File: config.mk
export PLATFORM = sky130hd
export DESIGN_NAME = sir_codec
export DESIGN_NICKNAME = d
export VERILOG_FILES = /design/src/rtl/sir_pkg.sv /design/src/rtl/sir_lp_div.sv /design/src/rtl/sir_encoder.sv /design/src/rtl/sir_decoder.sv /design/src/rtl/sir_codec.sv
export SDC_FILE = /design/constraint.sdc
export NUM_CORES = 1
export LEC_CHECK = 0
export BUFFER_PORTS_ARGS = -buffer_cell sky130_fd_sc_hd__buf_4
export CAP_MARGIN = 5
export CORE_MARGIN = 5
export CORE_UTILIZATION = 64
export CTS_CLUSTER_DIAMETER = 50
export DETAILED_ROUTE_END_ITERATION = 10
export MAX_ROUTING_LAYER = met4
export PLACE_DENSITY = 0.84
export SLEW_MARGIN = 20
export SYNTH_ARGS = -nofsm -noshare
export SYNTH_HDL_FRONTEND = slang
export SYNTH_SLANG_ARGS = --single-unit
File: constraint.sdc
create_clock -name clk -period 7.3 [get_ports clk]
set_clock_uncertainty 0.15 [all_clocks]
set_input_delay 0.365 -clock clk [delete_from_list [all_inputs] [get_ports clk]]
set_output_delay 0.365 -clock clk [all_outputs]
set_load 0.03 [all_outputs]
File: src/rtl/sir_pkg.sv
// Shared constants for the infrared pulse codec.
// Assumes a 16x oversampling tick from the UART baud generator.
package sir_pkg;
    localparam int unsigned TICKS_PER_BIT = 16;
    localparam int unsigned PH_W          = $clog2(TICKS_PER_BIT);
    localparam int unsigned PULSE_FIRST   = 7;   // first sixteenth of the normal pulse
    localparam int unsigned PULSE_LAST    = 9;   // last sixteenth of the normal pulse
    localparam int unsigned LP_PERIODS    = 3;   // low-power pulse length in reference periods
    localparam int unsigned RXC_W         = $clog2(TICKS_PER_BIT + 1);
    typedef logic [PH_W-1:0] phase_t;
endpackage

File: src/rtl/sir_lp_div.sv
// Low-power reference divider. Holds the programmable divisor and emits a
// one-clock tick every D clocks. The phase is realigned by restart.
// Assumes D=0 means disabled: no ticks are produced.
module sir_lp_div #(
    parameter int unsigned DIV_W = 8
) (
    input  logic             clk,
    input  logic             rst_n,
    input  logic             wr,
    input  logic [DIV_W-1:0] wdata,
    input  logic             restart,
    output logic [DIV_W-1:0] div_q,
    output logic             lp_tick
);
    logic [DIV_W-1:0] cnt;

    assign lp_tick = (div_q != '0) && (cnt == div_q - DIV_W'(1));

    // Divisor register and period counter
    always_ff @(posedge clk) begin
        if (!rst_n) begin
            div_q <= '0;
            cnt   <= '0;
        end else if (wr) begin
            div_q <= wdata;
            cnt   <= '0;
        end else if (restart || div_q == '0 || lp_tick) begin
            cnt <= '0;
        end else begin
            cnt <= cnt + DIV_W'(1);
        end
    end

    assert_div_range_R4: assert property (@(posedge clk) disable iff (!rst_n)
        (div_q != '0) |-> (cnt < div_q));
endmodule

File: src/rtl/sir_encoder.sv
// Transmit side: counts sixteenths, latches the UART bit at each bit start,
// and shapes zero bits into a mid-bit pulse (normal) or a 3-reference-period
// pulse (low power). Assumes tx_nrz changes only at bit boundaries.
module sir_encoder
    import sir_pkg::*;
(
    input  logic clk,
    input  logic rst_n,
    input  logic tick16,
    input  logic tx_nrz,
    input  logic lp_mode,
    input  logic lp_en,
    input  logic lp_tick,
    output logic lp_restart,
    output logic tx_bit,
    output logic ir_out
);
    phase_t     ph;
    logic       bit_q;
    logic       lp_active;
    logic [1:0] lp_cnt;
    logic       mid_window;

    assign tx_bit     = bit_q;
    assign mid_window = (ph >= phase_t'(PULSE_FIRST)) && (ph <= phase_t'(PULSE_LAST));
    assign lp_restart = tick16 && (ph == phase_t'(PULSE_FIRST - 1)) && !bit_q && lp_mode && lp_en;

    // Sixteenth counter and bit latch; first tick after reset starts a bit
    always_ff @(posedge clk) begin
        if (!rst_n) begin
            ph    <= '1;
            bit_q <= 1'b1;
        end else if (tick16) begin
            ph <= ph + phase_t'(1);
            if (ph == phase_t'(TICKS_PER_BIT - 1)) bit_q <= tx_nrz;
        end
    end

    // Low-power pulse timer, counting reference periods
    always_ff @(posedge clk) begin
        if (!rst_n || !lp_en) begin
            lp_active <= 1'b0;
            lp_cnt    <= '0;
        end else if (lp_restart) begin
            lp_active <= 1'b1;
            lp_cnt    <= '0;
        end else if (lp_active && lp_tick) begin
            if (lp_cnt == 2'(LP_PERIODS - 1)) lp_active <= 1'b0;
            else                              lp_cnt    <= lp_cnt + 2'd1;
        end
    end

    // Registered output selection
    always_ff @(posedge clk) begin
        if (!rst_n) ir_out <= 1'b0;
        else        ir_out <= lp_mode ? lp_active : (!bit_q && mid_window);
    end

    assert_normal_start_R2: assert property (@(posedge clk) disable iff (!rst_n)
        (!lp_mode && $past(!lp_mode) && $rose(ir_out)) |-> (ph == phase_t'(PULSE_FIRST)));
    assert_one_quiet_R3: assert property (@(posedge clk) disable iff (!rst_n)
        (!lp_mode && $past(!lp_mode) && bit_q && $past(bit_q)) |-> !ir_out);
    assert_lp_off_R5: assert property (@(posedge clk) disable iff (!rst_n)
        (!lp_en && $past(!lp_en)) |-> !lp_active);
endmodule

File: src/rtl/sir_decoder.sv
// Receive side: synchronises the infrared input, accepts a pulse once it has
// stayed high for the glitch threshold, then holds rx low for 16 ticks.
// Assumes "blocked" is high while a zero bit is being sent (half-duplex).
module sir_decoder
    import sir_pkg::*;
#(
    parameter int unsigned DIV_W = 8
) (
    input  logic             clk,
    input  logic             rst_n,
    input  logic             tick16,
    input  logic             ir_in,
    input  logic             blocked,
    input  logic [DIV_W-1:0] div_q,
    output logic             rx_nrz
);
    logic             s1, s2;
    logic [DIV_W-1:0] hi_cnt;
    logic [DIV_W-1:0] thr;
    logic             armed;
    logic             detect;
    logic [RXC_W-1:0] rx_cnt;

    assign thr    = (div_q == '0) ? DIV_W'(1) : div_q;
    assign detect = s2 && !blocked && armed && (hi_cnt == thr - DIV_W'(1));
    assign rx_nrz = (rx_cnt == '0);

    // Two-stage input synchroniser
    always_ff @(posedge clk) begin
        if (!rst_n) begin
            s1 <= 1'b0;
            s2 <= 1'b0;
        end else begin
            s1 <= ir_in;
            s2 <= s1;
        end
    end

    // Glitch filter: count consecutive high samples, fire once per pulse
    always_ff @(posedge clk) begin
        if (!rst_n || !s2 || blocked) begin
            hi_cnt <= '0;
            armed  <= 1'b1;
        end else if (detect) begin
            armed <= 1'b0;
        end else if (armed) begin
            hi_cnt <= hi_cnt + DIV_W'(1);
        end
    end

    // Rebuilt bit length counter
    always_ff @(posedge clk) begin
        if (!rst_n)                       rx_cnt <= '0;
        else if (detect)                  rx_cnt <= RXC_W'(TICKS_PER_BIT);
        else if (tick16 && rx_cnt != '0)  rx_cnt <= rx_cnt - RXC_W'(1);
    end

    assert_rx_len_R6: assert property (@(posedge clk) disable iff (!rst_n)
        rx_cnt <= RXC_W'(TICKS_PER_BIT));
    assert_halfdup_R8: assert property (@(posedge clk) disable iff (!rst_n)
        $fell(rx_nrz) |-> $past(!blocked));
endmodule

File: src/rtl/sir_codec.sv
// Top: infrared pulse codec between a UART and an optical transceiver.
// Assumes baud_tick16 is a single-clock pulse and tx_nrz follows its bits.
module sir_codec #(
    parameter int unsigned DIV_W = 8
) (
    input  logic             clk,
    input  logic             rst_n,
    input  logic             baud_tick16,
    input  logic             tx_nrz,
    input  logic             lp_mode,
    input  logic             lpdiv_we,
    input  logic [DIV_W-1:0] lpdiv_wdata,
    input  logic             ir_in,
    output logic             ir_out,
    output logic             rx_nrz
);
    logic [DIV_W-1:0] div_q;
    logic             lp_tick;
    logic             lp_restart;
    logic             tx_bit;

    sir_lp_div #(.DIV_W(DIV_W)) u_div (
        .clk(clk), .rst_n(rst_n), .wr(lpdiv_we), .wdata(lpdiv_wdata),
        .restart(lp_restart), .div_q(div_q), .lp_tick(lp_tick)
    );

    sir_encoder u_enc (
        .clk(clk), .rst_n(rst_n), .tick16(baud_tick16), .tx_nrz(tx_nrz),
        .lp_mode(lp_mode), .lp_en(div_q != '0), .lp_tick(lp_tick),
        .lp_restart(lp_restart), .tx_bit(tx_bit), .ir_out(ir_out)
    );

    sir_decoder #(.DIV_W(DIV_W)) u_dec (
        .clk(clk), .rst_n(rst_n), .tick16(baud_tick16), .ir_in(ir_in),
        .blocked(!tx_bit), .div_q(div_q), .rx_nrz(rx_nrz)
    );

    assert_reset_R1: assert property (@(posedge clk) $past(!rst_n) |-> (!ir_out && rx_nrz));
endmodule

# --- Word level (Yosys, flattened, before mapping) ---
# Cells that the tools add are included.
op_classes:
  n_reduce_logical: 35
  bitwise: 3
  mux: 7
  addsub: 7
  n_eq_ne: 5
  magnitude_cmp: 2
ops:
  columns: ["op", "n"]
  rows:
  - ["$add 8x1->8 const B", 2]
  - ["$eq 8x8->1", 2]
  - ["$sub 8x1->8 const B", 2]
  - ["$logic_and 1x1->1", 12]
  - ["$mux 5", 2]
  - ["$logic_not 8->1", 1]
  - ["$mux 8", 1]
  - ["$reduce_and 2->1", 4]
  - ["$reduce_bool 8->1", 1]
  - ["$reduce_bool 2->1", 3]
  - ["$logic_not 5->1", 1]
  - ["$logic_or 1x1->1", 5]
  - ["$reduce_bool 5->1", 1]
  - ["$sub 5x1->5 const B", 1]
  - ["$add 4x1->4 const B", 1]
  - ["$eq 4x3->1 const B", 1]
  - ["$eq 4x4->1 const B", 1]
  - ["$ge 4x3->1 const B", 1]
  - ["$le 4x4->1 const B", 1]
  - ["$logic_not 1->1", 4]
  - ["$mux 1", 4]
  - ["$reduce_or 2->1", 2]
  - ["$not 1->1", 3]
  - ["$reduce_or 3->1", 1]
  - ["2 further kinds", 2]
totals:
  ff_bits: 41
  wordCells: 72
  in_bits: 15
  output_inout_bits: 2

# --- Logic depth before layout (Yosys ltp) ---
logic_depth:
  depth_word: 8
  mapped_depth: 16
  depth_no_buf: 13

# --- Hierarchy ---
# Synthesis repeated with hierarchy kept, for this count alone.
hier_totals:
  cells_unflattened: 293
  hier_area_um2: 2592.5
modules_own_cells:
  columns: ["mod", "seq_area_each_um2", "area_each_um2", "n_inst", "cells_per_inst"]
  rows:
  - ["sir_decoder", 320.3, 1178.6, 1, 137]
  - ["sir_lp_div", 320.3, 927.1, 1, 104]
  - ["sir_encoder", 180.2, 466.7, 1, 48]
  - ["sir_codec", 0.0, 20.0, 1, 4]

# --- Worst setup path after synthesis ---
# OpenSTA, ideal clock, no wires.
synth_path:
  path_kind: "register -> register"
  start: "reg u_div.div_q[0]"
  end: "reg u_dec.hi_cnt[5]"
  stages_incl_launch_ff: 17
  n_path_buf: 3
  setup_ns: 0.115
  setup_slack_ns: 3.828
  arrival_time_ns: 3.207
  period_less_slack_ns: 3.472
  required_ns: 7.035
  cell_sequence: "dfxtp_1 -> buf_6 -> inv_1 -> ha_1 -> or3b_1 -> or3_1 -> clkbuf_1 -> nand2_1 -> ha_1 -> xnor2_1 -> a211o_1 -> nor4_1 -> o211ai_1 -> o21ai_2 -> buf_2 -> nor4_1 -> o21a_1"
synth_between:
  elab_chain_len: 7
synth_lines:
  columns: ["element", "line", "source"]
  rows:
  - ["start: declaration", "sir_lp_div.sv:12", "output logic [DIV_W-1:0] div_q,"]
  - ["start signal: assignment", "sir_lp_div.sv:25", "div_q <= wdata;"]
  - ["$logic_not 8->1", "sir_decoder.sv:24", "assign thr = (div_q == '0) ? DIV_W'(1) : div_q;"]
  - ["$mux 8 *", "sir_decoder.sv:24", null]
  - ["$sub 8x1->8 *", "sir_decoder.sv:25", "assign detect = s2 && !blocked && armed && (hi_cnt == thr - DIV_W'(1));"]
  - ["$eq 8x8->1 *", "sir_decoder.sv:25", null]
  - ["$logic_and 1x1->1 *", "sir_decoder.sv:25", null]
  - ["$not 1->1 (no source line) *", null, null]
  - ["$reduce_and 2->1 (no source line) *", null, null]
  - ["end signal: assignment", "sir_decoder.sv:47", "hi_cnt <= hi_cnt + DIV_W'(1);"]
  - ["end: declaration", "sir_decoder.sv:18", "logic [DIV_W-1:0] hi_cnt;"]
# Mark *: on every way between the ends. The rest lies on a longest branch, timed or not.
# A chain may end at the register's enable or synchronous reset.

# --- Worst setup path after layout ---
layout_path:
  start: "reg u_div.div_q[0]"
  end: "reg u_dec.hi_cnt[4]"
# The elaborated chain is that of the path after synthesis.

==> metrics.cfg <==
[critical_path]
crit_path_max_fanout = 14
worst_ep_required_time_ns = 7.44
reg2reg_from = u_div.div_q[0]
critPathLaunchType = register
endpoint = u_dec.hi_cnt[4]
r2r_end = u_dec.hi_cnt[4]
crit_start = u_div.div_q[0]
reg2reg_depth = 13
critPathKind = register to register
worstPathArrival_ns = 3.84
end_kind = register
r2r_slack_ns = 3.60

[route]
firstDrtPassIters = 4
drt_iter0_markers = 108
vias = 1863
drc = 0
viasPerCell = 5.75
ant_nets = 0
wire_per_inst_um = 13.5
finalWirelength_mm = 4.37

[cts]
ctsHoldBuffers = 0
cts_tree = yes
ctsResizeCount = 0
clkLatencyLatePin_ns = 0.35
clock-root-buffer = clkbuf_4
cts_setup_buffers = 0
cts.sinks = 41
clk_pin_slew_ns = 0.13
cts_buffers = 5
h-tree-depth = 2
clock_path_buffers = 2

[synth]
synth_area_leaders = dfxtp_1 36%, ha_1 6.0%, xor2_1 5.7%
yosysSeqAreaShare_pct = 35.8
synth-edff-count = 0
syn_inst = 268
yosysMostFrequentCell = dfxtp_1
ys_types = 45
async_reset_ff_share_pct = 0
syn_nets = 294
synth_area_mm2 = 0.00229
synth-seq-cells = 41
yosys.area.top_type_share_pct = 35.8
synth_ff_type = dfxtp_1
synthTopCellsByCount = 41 x dfxtp_1, 22 x nor2_1, 16 x nand2_1, 16 x nand3_1, 15 x xor2_1
syn_area_per_cell_um2 = 8.56
synth_top_area_cell = dfxtp_1
yosysWarningCount = 0

[finish]
final_util_pct = 73.5
nets = 303
drive_gt1_share_pct = 10.1
final.fill_count = 270
layout.cells.non_filler = 324
syn_to_final_growth_pct = 9.44
antenna_cells = 0
final_area_mm2 = 0.00251

[floorplanning]
core-area_mm2 = 0.00342
fp.dieH_um = 69.9
ios = 17
row_count = 21
die_x_um = 69.9
dieArea_mm2 = 0.00488
start_util_pct = 67.1

[placement]
detailed_place_hpwl_mm = 3.18
post_dp_cell_area_mm2 = 0.00241
placement.io_buffers = 16
gp_congestion = 0.840
dpl_worst_slack_ns = 3.65
numPlacedInstances = 316

[sta]
finalHoldViolCount = 0
finalMaxSlewViolations = 0
setup_viol = 0
period_needed_ns = 3.70
tns_ns = 0
max-slew-margin-rel_pct = 41.2
fmax_ghz = 0.270
worst_pin_slew_ns = 0.859
rsz0062_at_grt = false
period_share_pct = 50.7
setup_ws_ns = 3.60
hold_ws_ns = 0.0625

[power]
leakage_nw = 1.03
powerDensity_mw_per_mm2 = 231
worst_ir_drop_vdd_uv = 224
p_total_mw = 0.579

[global_routing]
grt_pass1_vias = 1783
grt_antenna_before_repair = 0
grt_max_degree = 23
track_usage_pct = 20.0
grt_pass1_wl_mm = 7.84
grt_overflow_total = 0

[min_path]
hp-class = input port to register
hold_start = tx_nrz
hold_depth = 3

[job]
cap_violations = 0

[outcome]
outcome = finished clean

==> metal layers <==
metal	share of wire, %	GRT usage [%]
met1	45	23.4
met3	4.8	4.02
met2	48	33.6
met5	0	-
met4	1.9	7.87
==> cell type report <==
cell class                      instances  area (um2)  area share, %
Clock buffer                            5        37.5           1.50
Clock inverter                          3        65.1           2.59
Inverter                                9        33.8           1.35
Multi-Input combinational cell        204        1380           54.8
Sequential cell                        41         821           32.7
Tap cell                               46        57.6           2.29
Timing Repair Buffer                   16         120           4.79
==> how the worst min path moves through the flow <==
stage | to | slack, ns
after CTS | u_enc.tx_bit | 0.06
after floorplan | u_dec.s2 | 0.26
after global routing | u_dec.s1 | 0.05
after global placement | u_dec.s2 | 0.27
after detailed placement | u_dec.s2 | 0.27
final | u_enc.tx_bit | 0.06
==> flip-flops by register name, indices dropped and copies added (netlist names) <==
register,count
u_dec.armed,1
u_dec.hi_cnt,8
u_dec.rx_cnt,5
u_dec.s1,1
u_dec.s2,1
u_div.cnt,8
u_div.div_q,8
u_enc.ir_out,1
u_enc.lp_active,1
u_enc.lp_cnt,2
u_enc.ph,4
u_enc.tx_bit,1
==> power breakdown <==
group	internal, mW	switching [mW]	leakage, nW
combinational	0.0627	0.0734	0.636
sequential	0.241	0.0201	0.335
clock	0.106	0.0758	0.0552
==> cells by family after synthesis <==
family / synth area share (%)
XOR/XNOR: 11.1
multiplexers: 5.24
buffers and inverters: 4.26
flip-flops: 35.8
AND/OR/NAND/NOR: 26.7
AO/OA/AOI/OAI: 11.0
adder cells (fa/ha/maj): 6.00
==> critical path, cell delays in order (launching register included) <==
cell and delay [ns]:
dfxtp_1 0.40, inv_1 0.09, ha_1 0.22, or3b_1 0.41, or3_1 0.45, nand2_1 0.11, ha_1 0.23, xnor2_1 0.12
a211o_1 0.26, nor4_1 0.23, o211ai_1 0.21, o21ai_2 0.43, o21ai_0 0.17, a21oi_1 0.15
==> cell usage in the layout, fill, tap and decap left out, drive strengths merged, types with 9 or more instances in the layout <==
cell type  instances
a21oi             11
buf               16
dfxtp             41
ha                11
inv                9
mux2i             12
nand2             16
nand3             17
nor2              22
nor2b             14
o21ai             11
xnor2             14
xor2              15
No activity file was read; power rests on OpenSTA's default activity.
